File: config.mk
export PLATFORM = sky130hd
export DESIGN_NAME = mstate_reg
export DESIGN_NICKNAME = d
export VERILOG_FILES = /design/src/rtl/mstate_reg.sv
export SDC_FILE = /design/constraint.sdc
export NUM_CORES = 1
export LEC_CHECK = 0
export ABC_AREA = 1
export BUFFER_PORTS_ARGS = -buffer_cell sky130_fd_sc_hd__buf_4
export CORE_AREA = 2 2 84 86
export DETAILED_ROUTE_END_ITERATION = 16
export DIE_AREA = 0 0 86 88
export HOLD_SLACK_MARGIN = 0.05
export REMOVE_ABC_BUFFERS = 1
export SLEW_MARGIN = 10
export SYNTH_ARGS = -nofsm -noshare
export SYNTH_HDL_FRONTEND = slang
export SYNTH_SLANG_ARGS = --single-unit
File: constraint.sdc
create_clock -name clk -period 1.1 [get_ports clk]
set_input_delay 0.055 -clock clk [delete_from_list [all_inputs] [get_ports clk]]
set_output_delay 0.055 -clock clk [all_outputs]
set_load 0.01 [all_outputs]
File: src/rtl/mstate_reg.sv
module mstate_reg #(
  parameter logic [63:0] RST_VAL = 64'h0
) (
  input  logic        clk,
  input  logic        rst_n,
  input  logic        wr_en,
  input  logic        light_mode,
  input  logic        wide_form,
  input  logic [63:0] src,
  output logic [63:0] state_q
);

  function automatic logic [63:0] span(input int lo, input int hi);
    logic [63:0] m;
    m = '0;
    for (int k = lo; k <= hi; k++) m[63-k] = 1'b1;
    return m;
  endfunction

  localparam int B3  = 63 - 3;
  localparam int B41 = 63 - 41;
  localparam int B48 = 63 - 48;
  localparam int B49 = 63 - 49;
  localparam int B58 = 63 - 58;
  localparam int B59 = 63 - 59;

  localparam logic [63:0] LIGHT_M = span(48, 48) | span(62, 62);
  localparam logic [63:0] BASE_M  = span(32, 40) | span(42, 47) | span(49, 50)
                                  | span(52, 57) | span(60, 62);
  localparam logic [63:0] HIGH_M  = span(0, 28);
  localparam logic [63:0] KEEP_M  = span(29, 31) | span(41, 41) | span(51, 51) | span(63, 63);

  logic [63:0] copy_m, nxt;
  logic        guard;

  assign copy_m = light_mode ? LIGHT_M : (BASE_M | (wide_form ? HIGH_M : 64'h0));
  assign guard  = state_q[B41] & state_q[B3] & ~src[B49];

  always_comb begin
    nxt = (state_q & ~copy_m) | (src & copy_m);
    if (!light_mode) begin
      nxt[B48] = src[B48] | src[B49];
      nxt[B58] = (src[B58] | src[B49]) & ~guard;
      nxt[B59] = (src[B59] | src[B49]) & ~guard;
    end
  end

  always_ff @(posedge clk) begin
    if (!rst_n)     state_q <= RST_VAL;
    else if (wr_en) state_q <= nxt;
  end

  assert_light_only_R1: assert property (@(posedge clk) disable iff (!rst_n)
    $past(wr_en && light_mode) |-> ((state_q & ~LIGHT_M) == ($past(state_q) & ~LIGHT_M)));

  assert_set48_R2: assert property (@(posedge clk) disable iff (!rst_n)
    $past(wr_en && !light_mode && src[B49]) |-> (state_q[B48] && state_q[B49]));

  assert_block_R3: assert property (@(posedge clk) disable iff (!rst_n)
    $past(wr_en && !light_mode && !src[B49] && state_q[B41] && state_q[B3])
      |-> (!state_q[B58] && !state_q[B59]));

  assert_force_R3: assert property (@(posedge clk) disable iff (!rst_n)
    $past(wr_en && !light_mode && src[B49]) |-> (state_q[B58] && state_q[B59]));

  assert_narrow_R5: assert property (@(posedge clk) disable iff (!rst_n)
    $past(wr_en && !light_mode && !wide_form) |-> ((state_q & HIGH_M) == ($past(state_q) & HIGH_M)));

  assert_frozen_R6: assert property (@(posedge clk) disable iff (!rst_n)
    (state_q & KEEP_M) == ($past(state_q) & KEEP_M));

  assert_hold_R7: assert property (@(posedge clk) disable iff (!rst_n)
    !$past(wr_en) |-> $stable(state_q));

endmodule

==> metrics.md <==
| Metric | Value |
|---|---|
| Outcome | `completed` |
| Initial Util | `0.338` |
| Cells after DPL | `515` |
| Crit path required time | `1.32 ns` |
| CP Capture Type | `register` |
| GRT Util Overall | `0.165` |
| Die footprint | `7570 µm²` |
| Xor/xnor cell area share of the yosys netlist | `0` |
| CORE AREA | `6640 µm²` |
| CTS buffer count | `9` |
| YS warnings | `0` |
| Reg clk slew, reported paths | `0.06 ns` |
| I/O Buffers | `120` |
| Crit start category | `primary input` |
| Setup Fix Bufs, Post-CTS | `0` |
| Bufs on Longest Clock Path | `2` |
| # rows | `30` |
| CTS root buffer | `clkbuf_8` |
| Pleak | `2.16 nW` |
| Sequential fraction of the synthesis area | `0.516` |
| Layout area overhead | `85.0%` |
| # setup viols final | `0` |
| Placer Congestion | `0.681` |
| Dpl hpwl | `3790 µm` |
| Simple-Gate Fraction of Synth Area | `0.310` |
| Mux share of post-synthesis cell area | `0` |
| R2R setup slack | `0.44 ns` |
| Commonest non-fill, non-tap cell in the layout | `buf_4` |
| CTS H-tree lvls | `3` |
| WL met2 | `3370 µm` |
| Post-placement setup slack | `0.213 ns` |
| Routed Antenna Nets | `0` |
| Initial antenna violation count | `0` |
| Nets@finish | `578` |
| Final wirelength | `7060 µm` |
| First-pass GRT wire length | `9900 µm` |
| CTS Sinks | `58` |
| Commonest non-fill, non-tap cells in the layout | `buf_4, nor2_1, nand2_1, dlygate4sd3_1, dfxtp_1` |
| Compound-Gate Fraction of Synth Area | `0.0601` |
| Power per cell area | `1350 nW/µm²` |
| CP max FO | `14` |
| Highest metal used | `met4` |
| Avg WL per Cell | `11.9 µm` |
| Adder-Cell Fraction of Synth Area | `0` |
| Layout cell share with drive strength beyond 1 | `0.292` |
| Ports | `133` |
| Period utilisation layout | `0.984` |
| Post-synth cell types | `15` |
| Fill cell count | `581` |
| CP Data Arrival Time | `1.30 ns` |
| Peak Freq | `924 MHz` |
| Worst min path class | `primary input to register` |
| Largest net degree at the start of global routing | `59` |
| WL met3 | `578 µm` |
| DRT iter0 DRCs | `76` |
| Avg Synthesized Cell Area | `6.90 µm²` |
| Wl on met1 | `3050 µm` |
| Ant. Diodes | `0` |
| Post-Syn Area | `2250 µm²` |
| Gr ovfl total | `0` |
| Drt pass-1 iters | `4` |
| Main combinational cell family by area after synthesis | `simple AND/OR/NAND/NOR gates` |
| Setup slack after layout | `0.0173 ns` |
| Die Ht | `88 µm` |
| TritonCTS clock tree | `built` |
| Post-synthesis cell count | `326` |
| #FFs+latches synth | `58` |
| Drt drc | `0` |
| Chip Width | `86 µm` |
| Minimum clock period | `1.08 ns` |
| Final Power | `5.62 mW` |
| Vias per cell | `4.28` |
| Max cap viols | `0` |
| Vias in the first global route | `2,242` |
| Fin. Hold Viols | `0` |
| Crit Path Category | `primary input to register` |
| Clk Latency, worst-skew pair | `0.32 ns` |
| Finished Layout Cells | `594` |
| Fin Clk Skew | `0 ns` |
| Final Slew Violations | `0` |
| VDD IR max | `0.933 mV` |
| Vias | `2,542` |
[path summary, 6_finish.rpt]
path | from | to | cells past startpoint
max | wr_en | register | 6
min | src[15] | state_q[15] | 5
max reg2reg | register | register | 4
min reg2reg | register | register | 2
[routing by layer]
layer,up-vias,global-route usage
met1,1123,0.187
li1,1319,-
met5,-,0
met4,0,0.0476
met2,95,0.283
met3,5,0.0697
[critical path, stage by stage]
cell	delay [ns]
dlygate4sd3_1	0.53
buf_4	0.15
nand3_4	0.17
clkbuf_16	0.23
nor2_1	0.11
nor2_1	0.05
[through the flow]
step	hold slack [ns]	instance area (µm²)	TNS, ns	util
2_1_floorplan	0.175	2150	-1.34	-
3_3_place_gp	0.276	3230	0	0.486
3_5_place_dp	0.284	3230	0	0.486
4_1_cts	0.0513	4050	0	0.610
5_1_grt	0.0962	4160	-0.0435	0.626
6_report	0.0651	4160	0	0.626
[area by class of cell]
type	instances	area, µm²	share of cell area
clock buffers	10	128	0.0307
flip-flops and latches	58	1160	0.279
multi-input cells	216	865	0.208
repair buffers	189	1670	0.401
well taps	80	100	0.0241
inverters	35	134	0.0322
clock inverters	6	105	0.0253
[Yosys cell counts]
library cell	number	area, µm²
inv_2	1	3.75
conb_1	1	3.75
buf_4	8	60.1
clkbuf_1	7	26.3
nand2_1	66	248
a21oi_1	2	10.0
nand2_2	1	6.26
nand3_1	1	5.00
nor2_1	114	428
nand3_2	1	10.0
inv_1	34	128
buf_1	1	3.75
dfxtp_1	58	1160
buf_2	6	30.0
o21ai_0	25	125
[kinds of logic (layout without fill, tap and decap cells)]
| family | after synthesis | after routing |
|---|---|---|
| AND/OR/NAND/NOR | 183 | 183 |
| flip-flops | 58 | 58 |
| buffers and inverters | 57 | 240 |
| AO/OA/AOI/OAI | 27 | 27 |
| other | 1 | 6 |
[repair_timing]
action,in CTS,in global routing
resized for setup,0,17
endpoints found under the hold margin,58,0
hold buffers,59,0
endpoints found under the setup margin,0,51
[power by group]
group	leakage [nW]	internal [mW]	switching [mW]	total, mW
logic	1.56	0.571	0.424	0.995
clock network	0.120	1.49	0.837	2.33
registers	0.477	2.23	0.0645	2.29
No activity file was read; power rests on OpenSTA's default activity.
